$ cat src/rtl/cmdq_pkg.sv
// Package: shared types for the command queue flag controller.
// Assumes a two-bit trigger mode code and a three-field command attribute.
package cmdq_pkg;

    typedef enum logic [1:0] {
        TM_SOFT  = 2'd0,
        TM_EDGE  = 2'd1,
        TM_LEVEL = 2'd2
    } trig_mode_e;

    typedef struct packed {
        logic dest;   // 0 local buffer, 1 external device
        logic pause;
        logic eoq;
    } cmd_attr_t;

    localparam int unsigned FLAG_PAUSE = 0;
    localparam int unsigned FLAG_EOQ   = 1;
    localparam int unsigned NUM_FLAGS  = 2;

endpackage

$ cat src/rtl/cmdq_xfer_track.sv
// Module: follows the single in-flight command transfer.
// It latches the command attributes at start. It reports completion on
// the done strobe that matches the destination, and ignores the other one.
// Assumes at most one transfer in flight. A start is accepted when idle or
// in the completion cycle.
module cmdq_xfer_track
    import cmdq_pkg::*;
(
    input  logic      clk,
    input  logic      rst_n,
    input  logic      start,
    input  cmd_attr_t start_attr,
    input  logic      local_done,
    input  logic      serial_done,
    output logic      busy,
    output logic      done,
    output cmd_attr_t done_attr
);

    logic      busy_q;
    cmd_attr_t attr_q;

    // Completion: pick the strobe that belongs to the latched destination.
    always_comb begin
        done      = busy_q && (attr_q.dest ? serial_done : local_done);
        done_attr = attr_q;
        busy      = busy_q;
    end

    // Track busy state and capture the attributes of a new transfer.
    always_ff @(posedge clk) begin
        if (!rst_n) begin
            busy_q <= 1'b0;
            attr_q <= '0;
        end else if (start && (!busy_q || done)) begin
            busy_q <= 1'b1;
            attr_q <= start_attr;
        end else if (done) begin
            busy_q <= 1'b0;
        end
    end

endmodule

$ cat src/rtl/cmdq_gate_defer.sv
// Module: decides the cycle in which a closed gate ends the triggered status.
// It acts only in level mode while the queue is triggered. A closure seen
// during a transfer is remembered and applied in that transfer's completion
// cycle.
module cmdq_gate_defer (
    input  logic clk,
    input  logic rst_n,
    input  logic level_mode,
    input  logic q_trig,
    input  logic gate_closed,
    input  logic busy,
    input  logic done,
    output logic gate_hit
);

    logic pend_q;
    logic armed;

    // A closure counts only in level mode with the queue triggered.
    always_comb begin
        armed    = level_mode && q_trig;
        gate_hit = armed && (gate_closed || pend_q) && (!busy || done);
    end

    // Hold a closure seen mid-transfer until the transfer completes.
    always_ff @(posedge clk) begin
        if (!rst_n) begin
            pend_q <= 1'b0;
        end else if (!armed || gate_hit) begin
            pend_q <= 1'b0;
        end else if (gate_closed && busy && !done) begin
            pend_q <= 1'b1;
        end
    end

endmodule

$ cat src/rtl/cmdq_w1c_flag.sv
// Module: a set of sticky flags, cleared by writing one.
// A set wins over a clear arriving in the same cycle.
module cmdq_w1c_flag #(
    parameter int unsigned WIDTH = 2
) (
    input  logic             clk,
    input  logic             rst_n,
    input  logic [WIDTH-1:0] set,
    input  logic [WIDTH-1:0] clr,
    output logic [WIDTH-1:0] flag
);

    for (genvar g = 0; g < WIDTH; g++) begin : g_bit
        logic q;
        // Per-bit update: set first, then clear, else hold.
        always_ff @(posedge clk) begin
            if (!rst_n)      q <= 1'b0;
            else if (set[g]) q <= 1'b1;
            else if (clr[g]) q <= 1'b0;
        end
        assign flag[g] = q;
    end

endmodule

$ cat src/rtl/cmdq_flag_ctrl.sv
// Module: top of the pause and end-of-queue flag controller.
// It combines transfer tracking, gate deferral and the flag set, and
// registers the pause request and the interrupt.
// Assumes the sequencer drops q_trig after a pause request.
module cmdq_flag_ctrl
    import cmdq_pkg::*;
#(
    parameter int unsigned MODE_W = 2
) (
    input  logic                 clk,
    input  logic                 rst_n,
    input  logic [MODE_W-1:0]    trig_mode,
    input  logic                 gate_open,
    input  logic                 q_trig,
    input  logic                 xfer_start,
    input  logic                 xfer_dest,
    input  logic                 xfer_pause,
    input  logic                 xfer_eoq,
    input  logic                 local_done,
    input  logic                 serial_done,
    input  logic                 wr_en,
    input  logic [NUM_FLAGS-1:0] wr_clr,
    input  logic                 ie_pause,
    input  logic                 ie_eoq,
    output logic                 pause_flag,
    output logic                 eoq_flag,
    output logic                 pause_req,
    output logic                 irq
);

    cmd_attr_t            start_attr, done_attr;
    logic                 busy, done, gate_hit, edge_hit, pause_set;
    logic [NUM_FLAGS-1:0] set_vec, clr_vec, flags, ie_vec;
    logic                 preq_q, irq_q;

    // Bundle the starting command's attributes.
    always_comb start_attr = '{dest: xfer_dest, pause: xfer_pause, eoq: xfer_eoq};

    cmdq_xfer_track u_track (
        .clk         (clk),
        .rst_n       (rst_n),
        .start       (xfer_start),
        .start_attr  (start_attr),
        .local_done  (local_done),
        .serial_done (serial_done),
        .busy        (busy),
        .done        (done),
        .done_attr   (done_attr)
    );

    cmdq_gate_defer u_gate (
        .clk         (clk),
        .rst_n       (rst_n),
        .level_mode  (trig_mode == MODE_W'(TM_LEVEL)),
        .q_trig      (q_trig),
        .gate_closed (!gate_open),
        .busy        (busy),
        .done        (done),
        .gate_hit    (gate_hit)
    );

    // Work out the set and clear vectors for both flags.
    always_comb begin
        edge_hit             = (trig_mode == MODE_W'(TM_EDGE)) && done && done_attr.pause;
        pause_set            = edge_hit || gate_hit;
        set_vec              = '0;
        set_vec[FLAG_PAUSE]  = pause_set;
        set_vec[FLAG_EOQ]    = done && done_attr.eoq;
        clr_vec              = wr_en ? wr_clr : '0;
        ie_vec               = '0;
        ie_vec[FLAG_PAUSE]   = ie_pause;
        ie_vec[FLAG_EOQ]     = ie_eoq;
    end

    cmdq_w1c_flag #(.WIDTH(NUM_FLAGS)) u_flags (
        .clk   (clk),
        .rst_n (rst_n),
        .set   (set_vec),
        .clr   (clr_vec),
        .flag  (flags)
    );

    // Register the pause request pulse and the combined interrupt.
    always_ff @(posedge clk) begin
        if (!rst_n) begin
            preq_q <= 1'b0;
            irq_q  <= 1'b0;
        end else begin
            preq_q <= pause_set;
            irq_q  <= |(flags & ie_vec);
        end
    end

    assign pause_flag = flags[FLAG_PAUSE];
    assign eoq_flag   = flags[FLAG_EOQ];
    assign pause_req  = preq_q;
    assign irq        = irq_q;

endmodule

$ cat config.mk
export PLATFORM = sky130hd
export DESIGN_NAME = cmdq_flag_ctrl
export DESIGN_NICKNAME = d
export VERILOG_FILES = /design/src/rtl/cmdq_pkg.sv /design/src/rtl/cmdq_xfer_track.sv /design/src/rtl/cmdq_gate_defer.sv /design/src/rtl/cmdq_w1c_flag.sv /design/src/rtl/cmdq_flag_ctrl.sv
export SDC_FILE = /design/constraint.sdc
export NUM_CORES = 1
export LEC_CHECK = 0
export CORE_MARGIN = 1
export CORE_UTILIZATION = 35
export DETAILED_ROUTE_END_ITERATION = 12
export PLACE_DENSITY = 0.71
export RECOVER_POWER = 25
export SLEW_MARGIN = 25
export SYNTH_ARGS = -nofsm -noshare
export SYNTH_HDL_FRONTEND = slang
export SYNTH_HIERARCHICAL = 1
export SYNTH_SLANG_ARGS = --single-unit
export TNS_END_PERCENT = 100
$ cat constraint.sdc
create_clock -name clk -period 1.47 [get_ports clk]
set_clock_uncertainty 0.2 [all_clocks]
set_input_delay 0.294 -clock clk [delete_from_list [all_inputs] [get_ports clk]]
set_output_delay 0.294 -clock clk [all_outputs]
set_load 0.005 [all_outputs]
==> impl_metrics.py <==
metrics = {
    "finish": {
        "layout.area.seq_um2": 182.7,
        "final_cell_mix": "clkdlybuf4s50_1 (13), buf_4 (8), dfxtp_1 (7)",
        "drive_gt1_frac": 0.2593,
        "fill_cells": 123,
        "antenna_cells": 0,
        "finalNetCount": 99,
        "layout_commonest_cell": "clkdlybuf4s50_1",
        "area_delta_synth_final_pct": 61.24,
        "multi_input_area_um2": 280.3,
    },
    "clock_network": {
        "max-clock-path-buffers": 2,
        "cts-buffers-inserted": 3,
        "clk_pin_slew_ns": 0.06,
        "clk_latency_ns": 0.26,
        "cts_tree": "done",
        "root_buffer": "clkbuf_4",
        "cts_sinks": 9,
        "htreeDepth": 1,
    },
    "route": {
        "wl_per_cell_um": 11.14,
        "top_layer": "met3",
        "routed-wl-met2_um": 561,
        "route.met3.wl_um": 48,
        "drtPass1Iterations": 2,
        "wl_um": 1069,
        "viasPerCell": 4.896,
        "drt-met1-wl_um": 459,
        "drtIter0Drc": 2,
        "antenna_left": 0,
        "detailroute.via_count": 470,
        "drc": 0,
    },
    "power_and_ir_drop": {
        "internal_power_uw": 438.2,
        "clkPwrFrac": 0.329,
        "p_leak_nw": 0.3349,
        "total_power_uw": 574.5,
        "irDropWorstVdd_v": 0.0005369,
        "pwr-share-comb": 0.211,
        "seqPwrFrac": 0.459,
        "power.density_nw_per_um2": 735.8,
        "sw_frac_of_total": 0.2372,
        "p_sw_uw": 136.3,
    },
    "setup_path": {
        "crit_path_start_kind": "flip-flop",
        "worst_setup_path_end_kind": "flip-flop",
        "required_ns": 1.42,
        "arrival_ns": 1.48,
        "cp_max_fo": 3,
        "critical_path_class": "reg2reg",
    },
    "run_status": {
        "failed_checks": "negative setup slack",
        "status": "complete, but fails checks",
    },
    "sta": {
        "slew_viol_final": 0,
        "fmax_mhz": 654.3,
        "setup_viol": 1,
        "fin_ws_ns": -0.05845,
        "hold_viol_final": 0,
        "timing.final.crit_share": 1.040,
        "rsz0062_at_grt": "true",
        "setup-tns-final_ns": -0.05845,
        "layout_min_cycle_time_ns": 1.528,
        "relSlewSlack": 0.8727,
        "tightest_slew_ns": 0.1903,
    },
    "yosys": {
        "avgSynthCellArea_um2": 9.494,
        "syn_inst": 51,
        "synth_edf_count": 0,
        "seq_area_frac_synth": 0.3721,
        "ys_types": 24,
        "async_flop_share": 0,
        "synth_flop_cell": "dfxtp_1",
        "ys_ff_latch": 9,
        "ys.warnings.count": 6,
        "syn_nets": 68,
        "synth_area_um2": 484.2,
    },
    "grt": {
        "grt_pass1_vias": 471,
        "grt_max_degree": 10,
        "grt_usage": 0.1742,
        "grt_pass1_wl_um": 1807,
        "antenna_found_initial": 0,
        "overflow": 0,
    },
    "floorplanning": {
        "row_count": 13,
        "die_height_um": 39.20,
        "coreArea_um2": 1301,
        "dieArea_um2": 1536,
        "ios": 21,
        "start_util": 0.3721,
        "die_width_um": 39.20,
    },
    "placement": {
        "hpwl_um": 862.7,
        "place.gp.congestion": 0.7068,
        "io_buffer_count": 20,
    },
    "flow_run": {
        "drv_cap": 0,
    },
    "min_path": {
        "hp-class": "reg2reg",
    },
}
kinds of logic (layout without fill, tap and decap cells):
family,Yosys count,in the layout,synth area share
AOI/OAI and AO/OA,14,14,0.2222
DFF,9,9,0.3721
and+or+nand+nor,20,20,0.3049
buffers and inverters,7,37,0.07232
muxes,1,1,0.02842
worst max-delay path: stages, from the launching register on:
cell	delay, ns
dfxtp_2	0.36
mux2i_4	0.25
nor2b_2	0.07
and4b_1	0.18
or2_1	0.21
o21a_1	0.16
Yosys cell counts, types with 2 or more instances:
master / count / area share
and4b_1: 3 / 0.062
buf_4: 2 / 0.031
and2_1: 3 / 0.039
dfxtp_1: 9 / 0.37
inv_1: 4 / 0.031
o21a_1: 3 / 0.047
nand4_1: 2 / 0.026
a31oi_1: 2 / 0.026
nor2b_4: 2 / 0.057
nor2b_1: 4 / 0.052
nand3_1: 2 / 0.021
a21oi_1: 2 / 0.021
o211ai_1: 2 / 0.031
timing repair:
action | in CTS | in global routing
hold buffers | 0 | 0
gates resized for setup | 7 | 0
pin swaps | 1 | 0
endpoints found under the setup margin | 5 | 2
setup buffers | 2 | 0
through the flow:
stage	utilization	hold slack (ns)	cells	worst slack [ns]	area (µm²)
after floorplan	-	0.2115	51	-0.07936	496.7
after global placement	0.5750	0.3137	90	-0.3842	748.2
after detailed placement	0.5750	0.3114	90	-0.4039	748.2
after CTS	0.6019	0.3277	96	-0.05277	783.3
after global routing	0.6000	0.3581	96	-0.1052	780.7
final	0.6000	0.3293	96	-0.05845	780.7
sequential cells by signal (all words and copies together), names as in the netlist:
register / flops
u_track/busy: 1
pause_req: 1
u_gate/pend_q: 1
u_flags/g_bit.q: 2
u_track/done_attr: 3
irq: 1
final timing paths:
kind | startpoint | end | slack, ns | depth (start not counted)
worst max register to register | u_track/done_attr[2] | u_flags/g_bit[0].q | -0.06 | 5
worst min-delay path | u_track/done_attr[0] | u_track/done_attr[0] | 0.33 | 2
worst min register to register | u_track/done_attr[0] | u_track/done_attr[0] | 0.33 | 2
worst max-delay path | u_track/done_attr[2] | u_flags/g_bit[0].q | -0.06 | 5
cell type report:
class | instances | share of cell area
Tap cell | 15 | 0.02404
Multi-Input combinational cell | 35 | 0.3590
Timing Repair Buffer | 29 | 0.3301
Clock buffer | 4 | 0.03365
Inverter | 4 | 0.01923
Sequential cell | 9 | 0.2340
layer usage:
layer  vias up  GRT usage
li1        243          -
met1       217     0.1903
met2        10     0.3167
met3         0    0.08671
met4         0          0
met5         -          0
power by group through the flow:
stage / Combinational, mW / Clock, mW / Sequential [mW]
floorplan: 0.0470 / 0 / 0.270
detailed placement: 0.125 / 0 / 0.269
global placement: 0.122 / 0 / 0.270
CTS: 0.124 / 0.197 / 0.264
finish: 0.121 / 0.189 / 0.264
global route: 0.133 / 0.215 / 0.265
(Power assumes the default switching activity.)
